`src/rtl/cvi_pkg.sv`:
```
package cvi_pkg;
  typedef enum logic {
    POL_GREEDY = 1'b0,
    POL_FIXED  = 1'b1
  } issue_pol_e;
endpackage

```
`src/rtl/cvi_status_reg.sv`:
```
module cvi_status_reg #(
  parameter int W = 15
) (
  input  logic         clk,
  input  logic         rst,
  input  logic         load,
  input  logic [W-1:0] cv_eff,
  output logic         blocked
);
  logic [W-1:0] status_q;
  logic [W-1:0] status_d;

  // Slot k of the status means "a start k cycles from now is forbidden".
  // Each cycle the slots move one place closer; an initiation merges the
  // collision vector into the slots that follow it.
  generate
    for (genvar i = 0; i < W; i++) begin : g_slot
      if (i == W - 1) begin : g_top
        assign status_d[i] = load & cv_eff[i];
      end else begin : g_mid
        assign status_d[i] = status_q[i+1] | (load & cv_eff[i]);
      end
    end
  endgenerate

  always_ff @(posedge clk) begin
    if (rst) status_q <= '0;
    else     status_q <= status_d;
  end

  assign blocked = status_q[0];


  stat_load_chk: assert property (@(posedge clk) disable iff (rst)
    load |=> ((status_q & $past(cv_eff)) == $past(cv_eff)));


  stat_clear_chk: assert property (@(posedge clk)
    rst |=> (status_q == '0));
endmodule

```
`src/rtl/cvi_gap_timer.sv`:
```
module cvi_gap_timer #(
  parameter int LAT_W = 5
) (
  input  logic             clk,
  input  logic             rst,
  input  logic             fire,
  output logic             started,
  output logic [LAT_W-1:0] elapsed
);
  localparam logic [LAT_W-1:0] ELAP_MAX = '1;

  logic             started_q;
  logic [LAT_W-1:0] elapsed_q;

  // Counts cycles since the latest initiation, saturating at ELAP_MAX.
  always_ff @(posedge clk) begin
    if (rst) begin
      started_q <= 1'b0;
      elapsed_q <= '0;
    end else if (fire) begin
      started_q <= 1'b1;
      elapsed_q <= LAT_W'(1);
    end else if (started_q && (elapsed_q != ELAP_MAX)) begin
      elapsed_q <= elapsed_q + 1'b1;
    end
  end

  assign started = started_q;
  assign elapsed = elapsed_q;
endmodule

```
`src/rtl/cvi_issue_gate.sv`:
```
module cvi_issue_gate
  import cvi_pkg::*;
#(
  parameter int LAT_W = 5
) (
  input  logic             blocked,
  input  logic             started,
  input  issue_pol_e       pol,
  input  logic [LAT_W-1:0] elapsed,
  input  logic [LAT_W-1:0] fixed_lat,
  output logic             may_issue
);
  always_comb begin
    may_issue = !blocked;
    if ((pol == POL_FIXED) && started && (elapsed < fixed_lat)) begin
      may_issue = 1'b0;
    end
  end
endmodule

```
`src/rtl/cvi_init_counter.sv`:
```
module cvi_init_counter #(
  parameter int CNT_W = 16
) (
  input  logic             clk,
  input  logic             rst,
  input  logic             inc,
  output logic [CNT_W-1:0] count
);
  logic [CNT_W-1:0] count_q;

  always_ff @(posedge clk) begin
    if (rst)      count_q <= '0;
    else if (inc) count_q <= count_q + 1'b1;
  end

  assign count = count_q;


  cnt_step_chk: assert property (@(posedge clk) disable iff (rst)
    inc |=> (count_q == $past(count_q) + 1'b1));


  cnt_hold_chk: assert property (@(posedge clk) disable iff (rst)
    !inc |=> $stable(count_q));
endmodule

```
`src/rtl/cv_issue_ctrl.sv`:
```
module cv_issue_ctrl
  import cvi_pkg::*;
#(
  parameter int MAX_LEN = 16,
  parameter int CNT_W   = 16,
  parameter int LAT_W   = $clog2(MAX_LEN + 1)
) (
  input  logic               clk,
  input  logic               rst,
  input  logic [MAX_LEN-2:0] cv_in,
  input  logic [LAT_W-1:0]   cv_len,
  input  logic               policy,
  input  logic [LAT_W-1:0]   fixed_lat,
  input  logic               req_valid,
  output logic               req_ready,
  output logic               init_fire,
  output logic [CNT_W-1:0]   init_count
);
  localparam int W = MAX_LEN - 1;

  logic [W-1:0]     cv_eff;
  logic             blocked;
  logic             started;
  logic [LAT_W-1:0] elapsed;
  logic             may_issue;
  issue_pol_e       pol_sel;

  assign pol_sel = issue_pol_e'(policy);

  // Drop vector bits at or beyond the pipeline length.
  generate
    for (genvar i = 0; i < W; i++) begin : g_mask
      localparam logic [LAT_W-1:0] DIST = LAT_W'(i + 1);
      assign cv_eff[i] = cv_in[i] & (DIST < cv_len);
    end
  endgenerate

  cvi_status_reg #(.W(W)) u_status (
    .clk     (clk),
    .rst     (rst),
    .load    (init_fire),
    .cv_eff  (cv_eff),
    .blocked (blocked)
  );

  cvi_gap_timer #(.LAT_W(LAT_W)) u_timer (
    .clk     (clk),
    .rst     (rst),
    .fire    (init_fire),
    .started (started),
    .elapsed (elapsed)
  );

  cvi_issue_gate #(.LAT_W(LAT_W)) u_gate (
    .blocked   (blocked),
    .started   (started),
    .pol       (pol_sel),
    .elapsed   (elapsed),
    .fixed_lat (fixed_lat),
    .may_issue (may_issue)
  );

  cvi_init_counter #(.CNT_W(CNT_W)) u_count (
    .clk   (clk),
    .rst   (rst),
    .inc   (init_fire),
    .count (init_count)
  );

  assign req_ready = may_issue;
  assign init_fire = req_valid & may_issue;


  aged_free_chk: assert property (@(posedge clk) disable iff (rst)
    (started && (elapsed >= cv_len)) |-> !blocked);


  greedy_take_chk: assert property (@(posedge clk) disable iff (rst)
    ((pol_sel == POL_GREEDY) && req_valid && !blocked) |-> init_fire);


  fixed_gap_chk: assert property (@(posedge clk) disable iff (rst)
    (init_fire && (pol_sel == POL_FIXED) && started) |-> (elapsed >= fixed_lat));
endmodule

```
`config.mk`:
```
export PLATFORM = sky130hd
export DESIGN_NAME = cv_issue_ctrl
export DESIGN_NICKNAME = d
export VERILOG_FILES = /design/src/rtl/cvi_pkg.sv /design/src/rtl/cvi_status_reg.sv /design/src/rtl/cvi_gap_timer.sv /design/src/rtl/cvi_issue_gate.sv /design/src/rtl/cvi_init_counter.sv /design/src/rtl/cv_issue_ctrl.sv
export SDC_FILE = /design/constraint.sdc
export NUM_CORES = 1
export LEC_CHECK = 0
export ABC_CLOCK_PERIOD_IN_PS = 4300
export BUFFER_PORTS_ARGS = -buffer_cell sky130_fd_sc_hd__buf_2
export CORE_MARGIN = 4
export CORE_UTILIZATION = 52
export DETAILED_ROUTE_END_ITERATION = 10
export HOLD_SLACK_MARGIN = 0.02
export MAX_ROUTING_LAYER = met4
export PLACE_DENSITY = 0.82
export SYNTH_ARGS = -nofsm -noshare
export SYNTH_HDL_FRONTEND = slang
export SYNTH_HIERARCHICAL = 1
export SYNTH_SLANG_ARGS = --single-unit
```
`constraint.sdc`:
```
create_clock -name clk -period 4.3 [get_ports clk]
set_clock_uncertainty 0.2 [all_clocks]
set_input_delay 1.29 -clock clk [delete_from_list [all_inputs] [get_ports clk]]
set_output_delay 1.29 -clock clk [all_outputs]
set_load 0.03 [all_outputs]
```
# After elaboration in Yosys (flattened, before gate mapping)
# Cells that the tools add are included.
# word_totals
reg_bits,37
inputBits,29
out_inout_bits,18
wordCells,78
# classes
n_addsub,2
magnitude_cmp,16
eq_ne,1
muxes,3
bitwise_logic,45
reduce_logical,6
# op_table
cell,n
4-bit by 5-bit less-than comparator with 1-bit output (first input constant),8
1-bit bitwise AND,31
3-bit by 5-bit less-than comparator with 1-bit output (first input constant),4
16-bit by 1-bit adder with 16-bit output (second input constant),1
1-bit OR,14
2-bit by 5-bit less-than comparator with 1-bit output (first input constant),2
5-bit by 1-bit adder with 5-bit output (second input constant),1
1-bit by 5-bit less-than comparator with 1-bit output (first input constant),1
5-bit less-than comparator,1
5-bit != test (second input constant),1
1-bit logical AND,3
1-bit 2-to-1 mux,3
2-bit nonzero test,1
2-bit OR reduction,1
1-bit logical NOT,1

# Logic depth before layout (Yosys ltp)
# logic_depth
word_depth,6
depth_mapped,10
depth_no_buf,10

# Hierarchy
# The synthesis kept the hierarchy.
# by_module_without_submodules
mod,n_inst,cells_each,area_each_um2,seq_area_each_um2
cvi_init_counter,1,83,757.0,320.3
cvi_status_reg,1,47,446.7,300.3
cvi_gap_timer,1,27,271.5,120.1
cv_issue_ctrl,1,33,227.7,0.0
cvi_issue_gate,1,16,118.9,0.0

# Worst setup path before layout
# OpenSTA, ideal clock, no wires.
# synth_path
kind,in2out
startpoint,input port fixed_lat[2]
endpoint,output port init_fire
arrival_ns,3.070
required_ns,2.810
slack_ns,-0.260
cell_stages,6
cell_sequence,inv_1 > ha_1 > a21o_1 > a31oi_1 > o31ai_2 > and2_1
# synth_via
elab_chain_len,4
# synth_rtl
element,line_no,text
start: declaration,cv_issue_ctrl.sv:13,"input logic [LAT_W-1:0] fixed_lat,"
5-bit less-than comparator,cvi_issue_gate.sv:15,if ((pol == POL_FIXED) && started && (elapsed < fixed_lat)) begin
1-bit logical AND,cvi_issue_gate.sv:15,
1-bit 2-to-1 mux,cvi_issue_gate.sv:15,
named net req_ready,cv_issue_ctrl.sv:15,"output logic req_ready,"
1-bit bitwise AND,cv_issue_ctrl.sv:71,assign init_fire = req_valid & may_issue;
end: declaration,cv_issue_ctrl.sv:16,"output logic init_fire,"
# The timed path passes the listed nets, and every way through them passes these cells.

# Worst setup path after layout
# layout_path
startpoint,input port fixed_lat[2]
endpoint,output port init_fire
# layout_via
elab_chain_len,4
# layout_rtl
element,line_no
5-bit less-than comparator,cvi_issue_gate.sv:15
1-bit logical AND,cvi_issue_gate.sv:15
1-bit 2-to-1 mux,cvi_issue_gate.sv:15
1-bit bitwise AND,cv_issue_ctrl.sv:71
# No other way between the ends.

==> impl_results.md <==
* Outcome: completed
* Nets@finish at approximately 290
* CTS tree: done
* H-tree depth at 2
* CTS Sinks at 37
* Antenna Nets Post-Route at 0
* First-pass GRT wire length at around 5700 um
* Worst R2R Path Depth at 10
* Mux share of post-synthesis cell area at 0.0343
* Share of cells above drive strength 1 at 0.259
* Crit path launch type: input pin
* Synth Area in Simple Gates at 0.263
* Overflow after GRT at 0
* Register area share after synthesis at 0.407
* R2R setup slack at 1.44 ns
* Highest metal layer with signal wires: met4
* Final Instance Area at about 2100 um2
* WHS Path Cells at 2
* Slowest CP cell: ha_1
* Dominant combinational cell family by area after synthesis: simple AND/OR/NAND/NOR gates
* Place WS at 0.318 ns
* Cell Chain, Critical Path: buf_2 -> inv_1 -> ha_1 -> a21o_1 -> a31oi_1 -> o31ai_2 -> and2_4 -> buf_2
* Die height at around 67 um
* Starting Density at 0.542
* Reg-to-Reg End: u_count/count[12]
* Setup violations, final at 0
* Routed len/inst at roughly 12 um
* Die area at approximately 4500 um2
* Power density over the cells at ~300 nW/um2
* Max-cap violations at 0
* Mapped Nets at about 240
* Num CTS Buffers at 5
* Top cells by area, synth: dfxtp_1 41%, nor2_1 7.0%, a21oi_1 5.2%
* Syn Area/Cell at just under 9 um2
* Worst EP required at ~2.8 ns
* Cell taking the most area after synthesis: dfxtp_1
* Worst hold slack at 0.247 ns
* Metal2 WL at 1580 um
* I/O Pins at between 40 and 50
* Die Wd at around 67 um
* # diodes at 0
* Post-Synthesis Cell Area at 1820 um2
* Worst flop-to-flop path startpoint: u_timer/elapsed[2]
* Area of placed instances at between 2000 and 2500 um2
* Vias in the first global route at roughly 1.3k
* Top-area cell type share of the netlist area at 0.407
* Arr. time, crit path at about 2.5 ns
* Post-cts resize count at 0
* Tcrit/Tclk final at 0.920
* Port Buffers at 46
* Unique masters post-synth at 48
* Placed wire-length estimate at 2500 um
* Routed WL at roughly 3500 um
* Core Region at between 3000 and 4000 um2
* Area Growth Syn to Fin at 15.9%
* Tot GR Track Use at 0.169
* Syn Inst Count at roughly 200
* Initial antenna violation count at 0
* VDD IR max at around 200 uV
* Number of enable flip-flop cells after synthesis at 0
* Bufs and invs on worst path at 3
* Final setup TNS at 0 ns
* Least-Margin Pin Slew at 0.669 ns
* Largest delay share family, worst path: compound AO/OA/AOI/OAI gates
* Placed insts at between 200 and 300
* Initial DRT Pass Iterations at 6
* Crit path max fanout at 2
* Worst Hold Class: register to register
* DRT iter0 DRCs at between 80 and 90
* Fmax at approximately 0.25 GHz
* Root Buffer: clkbuf_4
* Met1 Wirelength at 1580 um
* Final Hold Fails at 0
* Synthesized flop and latch total at 37
* Largest net degree at the start of global routing at 42
* RSZ-0062 raised after global routing: no
* Hold-fix buffers, CTS at 0
* Most used cell, CP: buf_2
* Dominant synthesized flop cell: dfxtp_1
* Kind of end point of the critical path: primary output
* Vias at approximately 1.6k
* Drt drc at 0
* Post-synthesis xor/xnor area fraction at 0.0577
* Crit path kind: input pin to primary output
* Rel. slew slack at 0.554
* Wire length on met3 at 246 um
* Synth warn at 6
* Post-CTS Setup Inserts at 0
* Finished Layout Cells at approximately 300
* Final Critical Period at about 4.0 ns
* Row count at 21
* Synth Area in Adders at 0.0481
* Leakage power at roughly 0.94 nW
* Worst-path clk slew at 0.10 ns
* Hold Startpoint: u_status/status_q[7]
* CP max stage delay at slightly below 0.3 ns
* Ys async rst share at 0
* CTS Buffer Depth at 2
* Area fraction in compound gates after synthesis at 0.139
* Worst setup margin at approximately 0.34 ns
* Final Max Slew Viols at 0
* Via-per-instance ratio at roughly 5.2
* Hold endpoint: u_status/status_q[6]
* GPL Wtd Cong at 0.776
* Clk_lat worst skew at 0.33 ns
power breakdown:
| group | leakage [nW] | switching, W | internal, W |
|---|---|---|---|
| logic | 0.608 | 0.0000530 | 0.0000399 |
| clock network | 0.0314 | 0.000102 | 0.0000772 |
| registers | 0.301 | 0.00000914 | 0.000357 |
flip-flops by register name (all words and copies together), names as in the netlist:
name               cells
u_count/count         16
u_status/status_q     15
u_timer/elapsed        5
u_timer/started        1
worst min-delay path, delay by kind of cell (launching register included):
kind / cells / cell delay [ns]
AND/OR/NAND/NOR: 1 / 0.07
flip-flops: 1 / 0.32
AO/OA/AOI/OAI: 1 / 0.03
per-layer routing:
metal	track usage	vias to the layer above
li1	-	810
met1	0.209	698
met2	0.259	41
met3	0.0599	5
met4	0.0532	0
met5	-	-
Yosys cell counts, types with 3 or more instances:
cell type / n
nor2b_1: 6
mux2i_1: 4
nor4_1: 4
xor2_1: 5
nor3_1: 6
ha_1: 7
nand3_1: 4
dfxtp_1: 37
inv_1: 8
xnor2_1: 7
a21oi_1: 19
nor2_1: 34
buf_6: 3
a21boi_1: 3
clkbuf_1: 3
nand2_1: 13
placed cells by master (no fill, tap or decap), types with 6 or more instances in the layout:
| cell | synthesis | final |
|---|---|---|
| ha_1 | 7 | 7 |
| dfxtp_1 | 37 | 37 |
| nand2_1 | 13 | 13 |
| nor3_1 | 6 | 6 |
| nor2b_1 | 6 | 6 |
| a21oi_1 | 19 | 19 |
| xnor2_1 | 7 | 7 |
| buf_2 | 2 | 46 |
| inv_1 | 8 | 8 |
| nor2_1 | 34 | 34 |
worst max-delay path by stage:
stage	from	end	slack, ns	cells after the start
finish	fixed_lat[2]	init_fire	0.34	8
global placement	fixed_lat[2]	init_fire	0.39	8
floorplan	fixed_lat[2]	init_fire	0.07	6
detailed placement	fixed_lat[2]	init_fire	0.32	8
global route	fixed_lat[2]	init_fire	0.26	8
CTS	fixed_lat[2]	init_fire	0.32	8
cell type report:
| cell class | count | area [um2] |
|---|---|---|
| clock buffers | 7 | 55.1 |
| fillers | 333 | 1250 |
| inverters | 8 | 30.0 |
| multi-input cells | 152 | 991 |
| flip-flops and latches | 37 | 741 |
| well taps | 46 | 57.6 |
| repair buffers | 47 | 238 |
through the flow:
stage                     power [W]   util
after floorplan            0.000441      -
after global placement     0.000465  0.612
after detailed placement   0.000467  0.612
after CTS                  0.000647  0.628
after global routing       0.000676  0.628
final                      0.000638  0.628
cells by family after synthesis:
logic type / after synthesis
AO/OA/AOI/OAI: 39
XOR/XNOR: 12
adder cells (fa/ha/maj): 7
buffers and inverters: 17
flip-flops: 37
multiplexers: 6
AND/OR/NAND/NOR: 88
Power figures use the tool's default switching activity.
